## config.mk

```make
export PLATFORM = sky130hd
export DESIGN_NAME = pulse_stamp_unit
export DESIGN_NICKNAME = d
export VERILOG_FILES = /design/src/rtl/pst_pkg.sv /design/src/rtl/pst_sync_edge.sv /design/src/rtl/pst_timebase.sv /design/src/rtl/pst_capture.sv /design/src/rtl/pulse_stamp_unit.sv
export SDC_FILE = /design/constraint.sdc
export NUM_CORES = 1
export LEC_CHECK = 0
export ABC_AREA = 1
export BUFFER_PORTS_ARGS = -buffer_cell sky130_fd_sc_hd__buf_2
export CORE_MARGIN = 5
export CORE_UTILIZATION = 53
export DETAILED_ROUTE_END_ITERATION = 16
export PLACE_DENSITY_LB_ADDON = 0.2
export SLEW_MARGIN = 0
export SYNTH_ARGS = -nofsm -noshare
export SYNTH_HDL_FRONTEND = slang
export SYNTH_HIERARCHICAL = 1
export SYNTH_SLANG_ARGS = --single-unit
```

## constraint.sdc

```tcl
create_clock -name clk -period 2.1 [get_ports clk]
set_clock_uncertainty 0.15 [all_clocks]
set_input_delay 0.315 -clock clk [delete_from_list [all_inputs] [get_ports clk]]
set_output_delay 0.315 -clock clk [all_outputs]
set_load 0.1 [all_outputs]
```

## src/rtl/pst_pkg.sv

```systemverilog
package pst_pkg;

  localparam int unsigned MAX_W = 64;

  // Modulo difference between two stamps; callers keep the low CNT_W bits.
  function automatic logic [MAX_W-1:0] stamp_span(input logic [MAX_W-1:0] later,
                                                  input logic [MAX_W-1:0] earlier);
    return later - earlier;
  endfunction

endpackage

```

## src/rtl/pst_sync_edge.sv

```systemverilog
module pst_sync_edge #(
  parameter int unsigned STAGES = 2
) (
  input  logic clk,
  input  logic rst_n,
  input  logic din,
  output logic rise_evt,
  output logic fall_evt
);

  logic [STAGES-1:0] chain_q;
  logic              prev_q;
  logic              level;

  always_ff @(posedge clk or negedge rst_n) begin
    if (!rst_n) begin
      chain_q <= '0;
      prev_q  <= 1'b0;
    end else begin
      chain_q <= {chain_q[STAGES-2:0], din};
      prev_q  <= chain_q[STAGES-1];
    end
  end

  assign level    = chain_q[STAGES-1];
  assign rise_evt = level & ~prev_q;
  assign fall_evt = ~level & prev_q;

  // a detected rise lasts one cycle only
  assert_rise_single_R3: assert property (@(posedge clk) disable iff (!rst_n)
    rise_evt |=> !rise_evt);

  // a detected fall lasts one cycle only
  assert_fall_single_R4: assert property (@(posedge clk) disable iff (!rst_n)
    fall_evt |=> !fall_evt);

endmodule

```

## src/rtl/pst_timebase.sv

```systemverilog
module pst_timebase #(
  parameter int unsigned CNT_W = 32
) (
  input  logic             clk,
  input  logic             rst_n,
  input  logic             hour_tick,
  output logic [CNT_W-1:0] count
);

  logic [CNT_W-1:0] cnt_q;

  always_ff @(posedge clk or negedge rst_n) begin
    if (!rst_n)         cnt_q <= '0;
    else if (hour_tick) cnt_q <= '0;
    else                cnt_q <= cnt_q + CNT_W'(1);
  end

  assign count = cnt_q;

  // steady advance between ticks
  assert_count_step_R1: assert property (@(posedge clk) disable iff (!rst_n)
    !hour_tick |=> (cnt_q == $past(cnt_q) + CNT_W'(1)));

  // the reference tick clears the time base
  assert_tick_clears_R2: assert property (@(posedge clk) disable iff (!rst_n)
    hour_tick |=> (cnt_q == '0));

endmodule

```

## src/rtl/pst_capture.sv

```systemverilog
module pst_capture #(
  parameter int unsigned CNT_W = 32
) (
  input  logic             clk,
  input  logic             rst_n,
  input  logic             rise_evt,
  input  logic             fall_evt,
  input  logic             hour_tick,
  input  logic [CNT_W-1:0] count,
  input  logic             rd_ready,
  output logic             rd_valid,
  output logic [CNT_W-1:0] arr_stamp,
  output logic [CNT_W-1:0] end_stamp,
  output logic             overrun
);

  logic             valid_q;
  logic             armed_q;
  logic             drop_q;
  logic             ovr_q;
  logic [CNT_W-1:0] arr_q;
  logic [CNT_W-1:0] end_q;
  logic             accept;
  logic             take_rise;
  logic             lose_rise;
  logic             take_fall;
  logic [CNT_W-1:0] stamp;

  assign accept    = valid_q & rd_ready;
  assign take_rise = rise_evt & (~valid_q | accept);
  assign lose_rise = rise_evt & valid_q & ~accept;
  assign take_fall = fall_evt & armed_q & ~drop_q;
  // The reference tick wins over an edge in the same cycle.
  assign stamp     = hour_tick ? '0 : count;

  always_ff @(posedge clk or negedge rst_n) begin
    if (!rst_n) begin
      valid_q <= 1'b0;
      armed_q <= 1'b0;
      drop_q  <= 1'b0;
      ovr_q   <= 1'b0;
      arr_q   <= '0;
      end_q   <= '0;
    end else begin
      if (accept) begin
        valid_q <= 1'b0;
        ovr_q   <= 1'b0;
      end
      if (take_rise) begin
        arr_q   <= stamp;
        armed_q <= 1'b1;
      end
      if (lose_rise) begin
        ovr_q  <= 1'b1;
        drop_q <= 1'b1;
      end
      if (fall_evt && drop_q) drop_q <= 1'b0;
      if (take_fall) begin
        end_q   <= stamp;
        valid_q <= 1'b1;
        armed_q <= 1'b0;
      end
    end
  end

  assign rd_valid  = valid_q;
  assign arr_stamp = arr_q;
  assign end_stamp = end_q;
  assign overrun   = ovr_q;

  // an armed falling edge publishes a result
  assert_fall_publishes_R6: assert property (@(posedge clk) disable iff (!rst_n)
    (fall_evt && armed_q && !drop_q) |=> valid_q);

  // acceptance retires the result
  assert_accept_clears_R6: assert property (@(posedge clk) disable iff (!rst_n)
    (valid_q && rd_ready && !fall_evt) |=> !valid_q);

  // a pending result is frozen until taken
  assert_hold_pending_R8: assert property (@(posedge clk) disable iff (!rst_n)
    (valid_q && !rd_ready) |=> ($stable(arr_q) && $stable(end_q) && valid_q));

  // a rise against a pending result raises the sticky flag
  assert_overrun_set_R8: assert property (@(posedge clk) disable iff (!rst_n)
    (rise_evt && valid_q && !rd_ready) |=> ovr_q);

  // tick coinciding with a captured rise stores zero
  assert_tick_rise_zero_R9: assert property (@(posedge clk) disable iff (!rst_n)
    (rise_evt && hour_tick && (!valid_q || rd_ready)) |=> (arr_q == '0));

endmodule

```

## src/rtl/pulse_stamp_unit.sv

```systemverilog
module pulse_stamp_unit #(
  parameter int unsigned CNT_W       = 32,
  parameter int unsigned SYNC_STAGES = 2
) (
  input  logic             clk,
  input  logic             rst_n,
  input  logic             pulse_in,
  input  logic             hour_tick,
  input  logic             rd_ready,
  output logic             rd_valid,
  output logic [CNT_W-1:0] rd_arrival,
  output logic [CNT_W-1:0] rd_end,
  output logic [CNT_W-1:0] rd_width,
  output logic             overrun
);

  localparam int unsigned PAD_W = pst_pkg::MAX_W - CNT_W;

  logic                      rise_evt;
  logic                      fall_evt;
  logic [CNT_W-1:0]          time_now;
  logic [pst_pkg::MAX_W-1:0] span_full;

  pst_sync_edge #(.STAGES(SYNC_STAGES)) u_sync (
    .clk      (clk),
    .rst_n    (rst_n),
    .din      (pulse_in),
    .rise_evt (rise_evt),
    .fall_evt (fall_evt)
  );

  pst_timebase #(.CNT_W(CNT_W)) u_time (
    .clk       (clk),
    .rst_n     (rst_n),
    .hour_tick (hour_tick),
    .count     (time_now)
  );

  pst_capture #(.CNT_W(CNT_W)) u_cap (
    .clk       (clk),
    .rst_n     (rst_n),
    .rise_evt  (rise_evt),
    .fall_evt  (fall_evt),
    .hour_tick (hour_tick),
    .count     (time_now),
    .rd_ready  (rd_ready),
    .rd_valid  (rd_valid),
    .arr_stamp (rd_arrival),
    .end_stamp (rd_end),
    .overrun   (overrun)
  );

  assign span_full = pst_pkg::stamp_span({{PAD_W{1'b0}}, rd_end}, {{PAD_W{1'b0}}, rd_arrival});
  assign rd_width  = span_full[CNT_W-1:0];

  // nothing pending or flagged straight after reset
  assert_reset_quiet_R10: assert property (@(posedge clk)
    $rose(rst_n) |-> (!rd_valid && !overrun));

  // width is stable whenever both stamps are stable
  assert_width_stable_R5: assert property (@(posedge clk) disable iff (!rst_n)
    ($stable(rd_arrival) && $stable(rd_end)) |-> $stable(rd_width));

endmodule

```

After elaboration in Yosys (flattened, before gate mapping)
Index checks and enable logic that the tools add are counted.
{ "classes": {"mux": 9, "reduce_logical": 5, "addsub": 2, "n_bitwise": 14} }
{ "op_table": {"columns": ["op", "n"], "rows": [
  ["2-to-1 mux 32 bit", 2],
  ["adder 32 x 1 -> 32 bit, second input constant", 1],
  ["subtractor 32 bit", 1],
  ["AND 1 bit", 8],
  ["nonzero test 2 bit", 4],
  ["2-to-1 mux 1 bit", 7],
  ["inverter 1 bit", 5],
  ["logical AND 1 bit", 1],
  ["OR 1 bit", 1]
]} }
{ "totals": {"in_bits": 5, "elab_cells": 39, "output_inout_bits": 98, "register_bits": 103} }

Longest topological paths before layout
{ "logic_depth": {"ltp_word": 6, "ltp_mapped": 13} }

Hierarchy
The synthesis kept the hierarchy.
{ "by_module_without_submodules": {"columns": ["module", "cells_per_inst", "area_per_inst_um2", "seq_area_each_um2", "n_inst"], "rows": [
  ["pst_capture", 359, 2924.1, 1701.6, 1],
  ["pulse_stamp_unit", 535, 2518.7, 0.0, 1],
  ["pst_timebase", 253, 1816.7, 800.8, 1],
  ["pst_sync_edge", 7, 90.1, 75.1, 1]
]} }

Least setup slack after synthesis
No wires, ideal clock.
{ "synth_timing": {"path_kind": "flip-flop to output port", "startpoint": "reg u_cap.end_q[0], in the netlist u_cap/end_stamp[0]", "endpoint": "out rd_width[12]", "stages_incl_launch_ff": 10, "required_time_ps": 1635, "slack_ps": -1903, "arrival_ps": 3538, "path_cell_list": "dfrtp_1 -> inv_1 -> ha_1 -> fa_1 -> inv_1 -> nand3_1 -> nand3_1 -> nand3_1 -> nand3_1 -> xor2_1"} }
{ "synth_via": {"elab_chain_cells": 1} }
{ "synth_rtl": {"columns": ["element", "line", "source"], "rows": [
  ["start, declared", "pst_capture.sv:22", "logic [CNT_W-1:0] end_q;"],
  ["start signal, assigned", "pst_capture.sv:59", "end_q <= stamp;"],
  ["subtractor 32 bit", "pst_pkg.sv:8", "return later - earlier;"],
  ["end, declared", "pulse_stamp_unit.sv:13", "output logic [CNT_W-1:0] rd_width,"]
]} }
Every way passes these cells.

Final worst setup path
{ "layout_timing": {"startpoint": "reg u_cap.arr_q[0], in the netlist u_cap/arr_stamp[0]", "endpoint": "out rd_width[28]"} }
{ "layout_via": {"elab_chain_cells": 1} }
{ "layout_rtl": {"columns": ["element", "line", "source"], "rows": [
  ["start, declared", "pst_capture.sv:21", "logic [CNT_W-1:0] arr_q;"],
  ["start signal, assigned", "pst_capture.sv:50", "arr_q <= stamp;"],
  ["subtractor 32 bit", "pst_pkg.sv:8", null]
]} }
Every way passes these cells.

==> results.ini <==
[sta]
maxSlewViolCount = 0
fmax_ghz = 0.336
finalHoldViolCount = 0
period_share = 1.42
slew-limit-headroom = 0.565
fin_ws_ns = -0.881
worstMarginPinSlew_ns = 0.652
setup_viol = 31
fin_crit_ns = 2.98
rsz0062_at_grt = true
setup_tns_ns = -21.22

[job]
drv_cap = 0

[synthesis]
ys_top_cells_by_area = dfrtp_1 35%, nand2_1 23%, inv_1 10%, nor2_1 7.0%, ha_1 5.4%
yosys.cell_types.count = 33
synth_top_cell_by_area = dfrtp_1
ys_warn_count = 6
mappedNetlistNets = 1192
synth-edff-count = 0
synth_cells = 1154
synth_area_per_cell_sq_um = 6.37
netlist_area_sq_um = 7350
synth_ff_type = dfrtp_1
synth.ff_latch_count = 103
async_flop_share = 1.00
seq_area_frac_synth = 0.351
synth_top_area_share = 0.351

[worst_setup_path]
worstRegToRegCells = 7
critPathKind = reg2out
crit_path_max_fanout = 3
r2r_end = u_time/count[12]$_DFF_PN0_
arrival_ns = 2.52
start_kind = flip-flop
crit_path_end_kind = primary output
cp.required_ns = 1.63
r2r_slack_ns = 0.40
reg2reg_from = u_time/count[0]$_DFF_PN0_

[clocking]
clk_pin_slew_ns = 0.07
cts_made_buffers = 9
htree_num_levels = 3
cts_tree = built
clk_latency_ns = 0.34
cts_buffer_depth = 2
ctsRootBufferMaster = clkbuf_16
cts.sinks = 103

[placement]
io_buffers = 102
place_congestion = 0.952
hpwlAfterDp_mm = 17.4
post-place-ws_ns = -0.373

[power_and_ir_drop]
vdd_drop_max_v = 0.000686
power.density_nw_per_um2 = 1060
p_leak_nw = 6.02

[global_routing]
grt_antenna_before_repair = 0
grt_pass1_vias = 8225
met3_usage = 0.0433
use_met2 = 0.556
grt_busiest_layer = met2
grt_max_degree = 104
grtUsageTotal = 0.318
grt_pass1_wl_mm = 41.6
grt-ovfl-total = 0
grt_util_met1 = 0.398

[final_layout]
synthToLayoutAreaGrowth_pct = 61.2
drive_gt1_frac = 0.436
n_antenna_cell = 0
final_nets = 1422

[floorplanning]
die_width_um = 128
io_pins = 103
die_height_um = 128
core_area_sq_um = 13700
rows = 43
start_util = 0.536
die_area_sq_um = 16300

[worst_hold_path]
hp-start = rd_ready
hold_class = in2reg
hold_depth = 4
worst_hold_path.endpoint = u_cap/rd_valid$_DFFE_PN0P_

[detailed_routing]
wl_per_cell_um = 20.0
via_count = 9086
finalWirelength_mm = 31.4
first_pass_iters = 9
vias_per_cell = 5.79
drc = 0
first_iter_violations = 1434
antenna_left = 0

[status]
violations = setup timing
status = finished with violations

[how the worst max path moves through the flow]
stage / endpoint / startpoint / cells after the start
3_3_place_gp: rd_width[28] / u_cap/arr_stamp[0]$_DFFE_PN0P_ / 12
6_report: rd_width[28] / u_cap/arr_stamp[0]$_DFFE_PN0P_ / 12
5_1_grt: rd_width[30] / u_cap/end_stamp[18]$_DFFE_PN0P_ / 10
2_1_floorplan: rd_width[12] / u_cap/end_stamp[0]$_DFFE_PN0P_ / 9
4_1_cts: rd_width[28] / u_cap/arr_stamp[0]$_DFFE_PN0P_ / 12
3_5_place_dp: rd_width[28] / u_cap/arr_stamp[0]$_DFFE_PN0P_ / 12
[through the flow]
| stage | power, mW | cells | hold slack, ns | util | instance area, sq um |
|---|---|---|---|---|---|
| detailed placement | 9.55 | 1535 | 0.186 | 0.762 | 10500 |
| floorplan | 7.16 | 1154 | -0.131 | - | 8470 |
| finish | 12.6 | 1569 | 0.122 | 0.864 | 11900 |
| global placement | 9.45 | 1535 | 0.186 | 0.762 | 10500 |
| global route | 12.9 | 1569 | 0.133 | 0.864 | 11900 |
| CTS | 11.9 | 1559 | 0.116 | 0.827 | 11400 |
[power by group]
group          internal (mW)  switching [mW]  total, mW
Combinational           3.02            5.61       8.62
Sequential              2.04          0.0502       2.09
Clock                   1.14           0.707       1.85
[state kept, by name, indices dropped and copies added (netlist names)]
name and count:
u_cap/drop_q 1, u_sync/chain_q 2, u_cap/armed_q 1, u_time/count 32
u_sync/prev_q 1, u_cap/overrun 1, u_cap/arr_stamp 32, u_cap/end_stamp 32
u_cap/rd_valid 1
[layer usage]
metal,routed length (um),vias up
li1,-,3900
met1,10900,4232
met2,14900,723
met3,3110,231
met4,2430,0
met5,0,-
[kinds of logic after synthesis]
group / synth area share
buffers and inverters: 0.125
and+or+nand+nor: 0.407
xor gates and xnor gates: 0.0215
adders and majority gates: 0.0572
DFF: 0.351
AOI/OAI and AO/OA: 0.0383
[Yosys cell counts (all sizes together) (3+ instances only)]
cell    instances
nand2         479
inv           206
nor2          150
dfrtp         103
nand3          74
a21oi          41
ha             32
buf            20
xor2           15
nand4           5
and2            4
o21ai           4
o21bai          4
nor3            3
or2             3
xnor2           3
[worst max-delay path, cell delays in order, from the launching register on]
cell and delay, ns:
dfrtp_4 0.51, ha_4 0.20, fa_2 0.39, inv_2 0.10, nand3_2 0.09, nand3_4 0.10
nand3_2 0.11, nand3_4 0.13, nand2_2 0.09, nand2_1 0.11, nand2_2 0.10, nand2_8 0.08
buf_12 0.16
[cell type report]
| class | instances | area [sq um] |
|---|---|---|
| tap | 180 | 225 |
| inverter | 206 | 817 |
| clock inverter | 3 | 65.1 |
| multi-input combinational | 823 | 5580 |
| sequential | 103 | 2770 |
| fill | 653 | 1870 |
| clock buffer | 13 | 270 |
| timing repair buffer | 241 | 2120 |
[cells in the final DEF (no fill, tap or decap), types with 15 or more instances in the layout]
cell type  count
nor2_1       120
nand2_4       50
buf_2         70
inv_4         16
nand2_8       19
nand2_1      356
dfrtp_1       41
nand3_2       15
buf_4        122
nand2_2       54
dfrtp_2       15
inv_2         29
ha_4          27
nand3_1       48
buf_12        35
a21oi_1       25
dfrtp_4       47
inv_1        160
nor2_2        18
[repair_timing]
item / in CTS / in global routing
endpoints found under the hold margin: 104 / 0
gates resized for setup: 121 / 114
cloned: 0 / 0
endpoints found under the setup margin: 31 / 31
pin swaps: 62 / 67
hold buffers: 2 / 0
buffers inserted: 9 / 12
(Power assumes the default switching activity.)
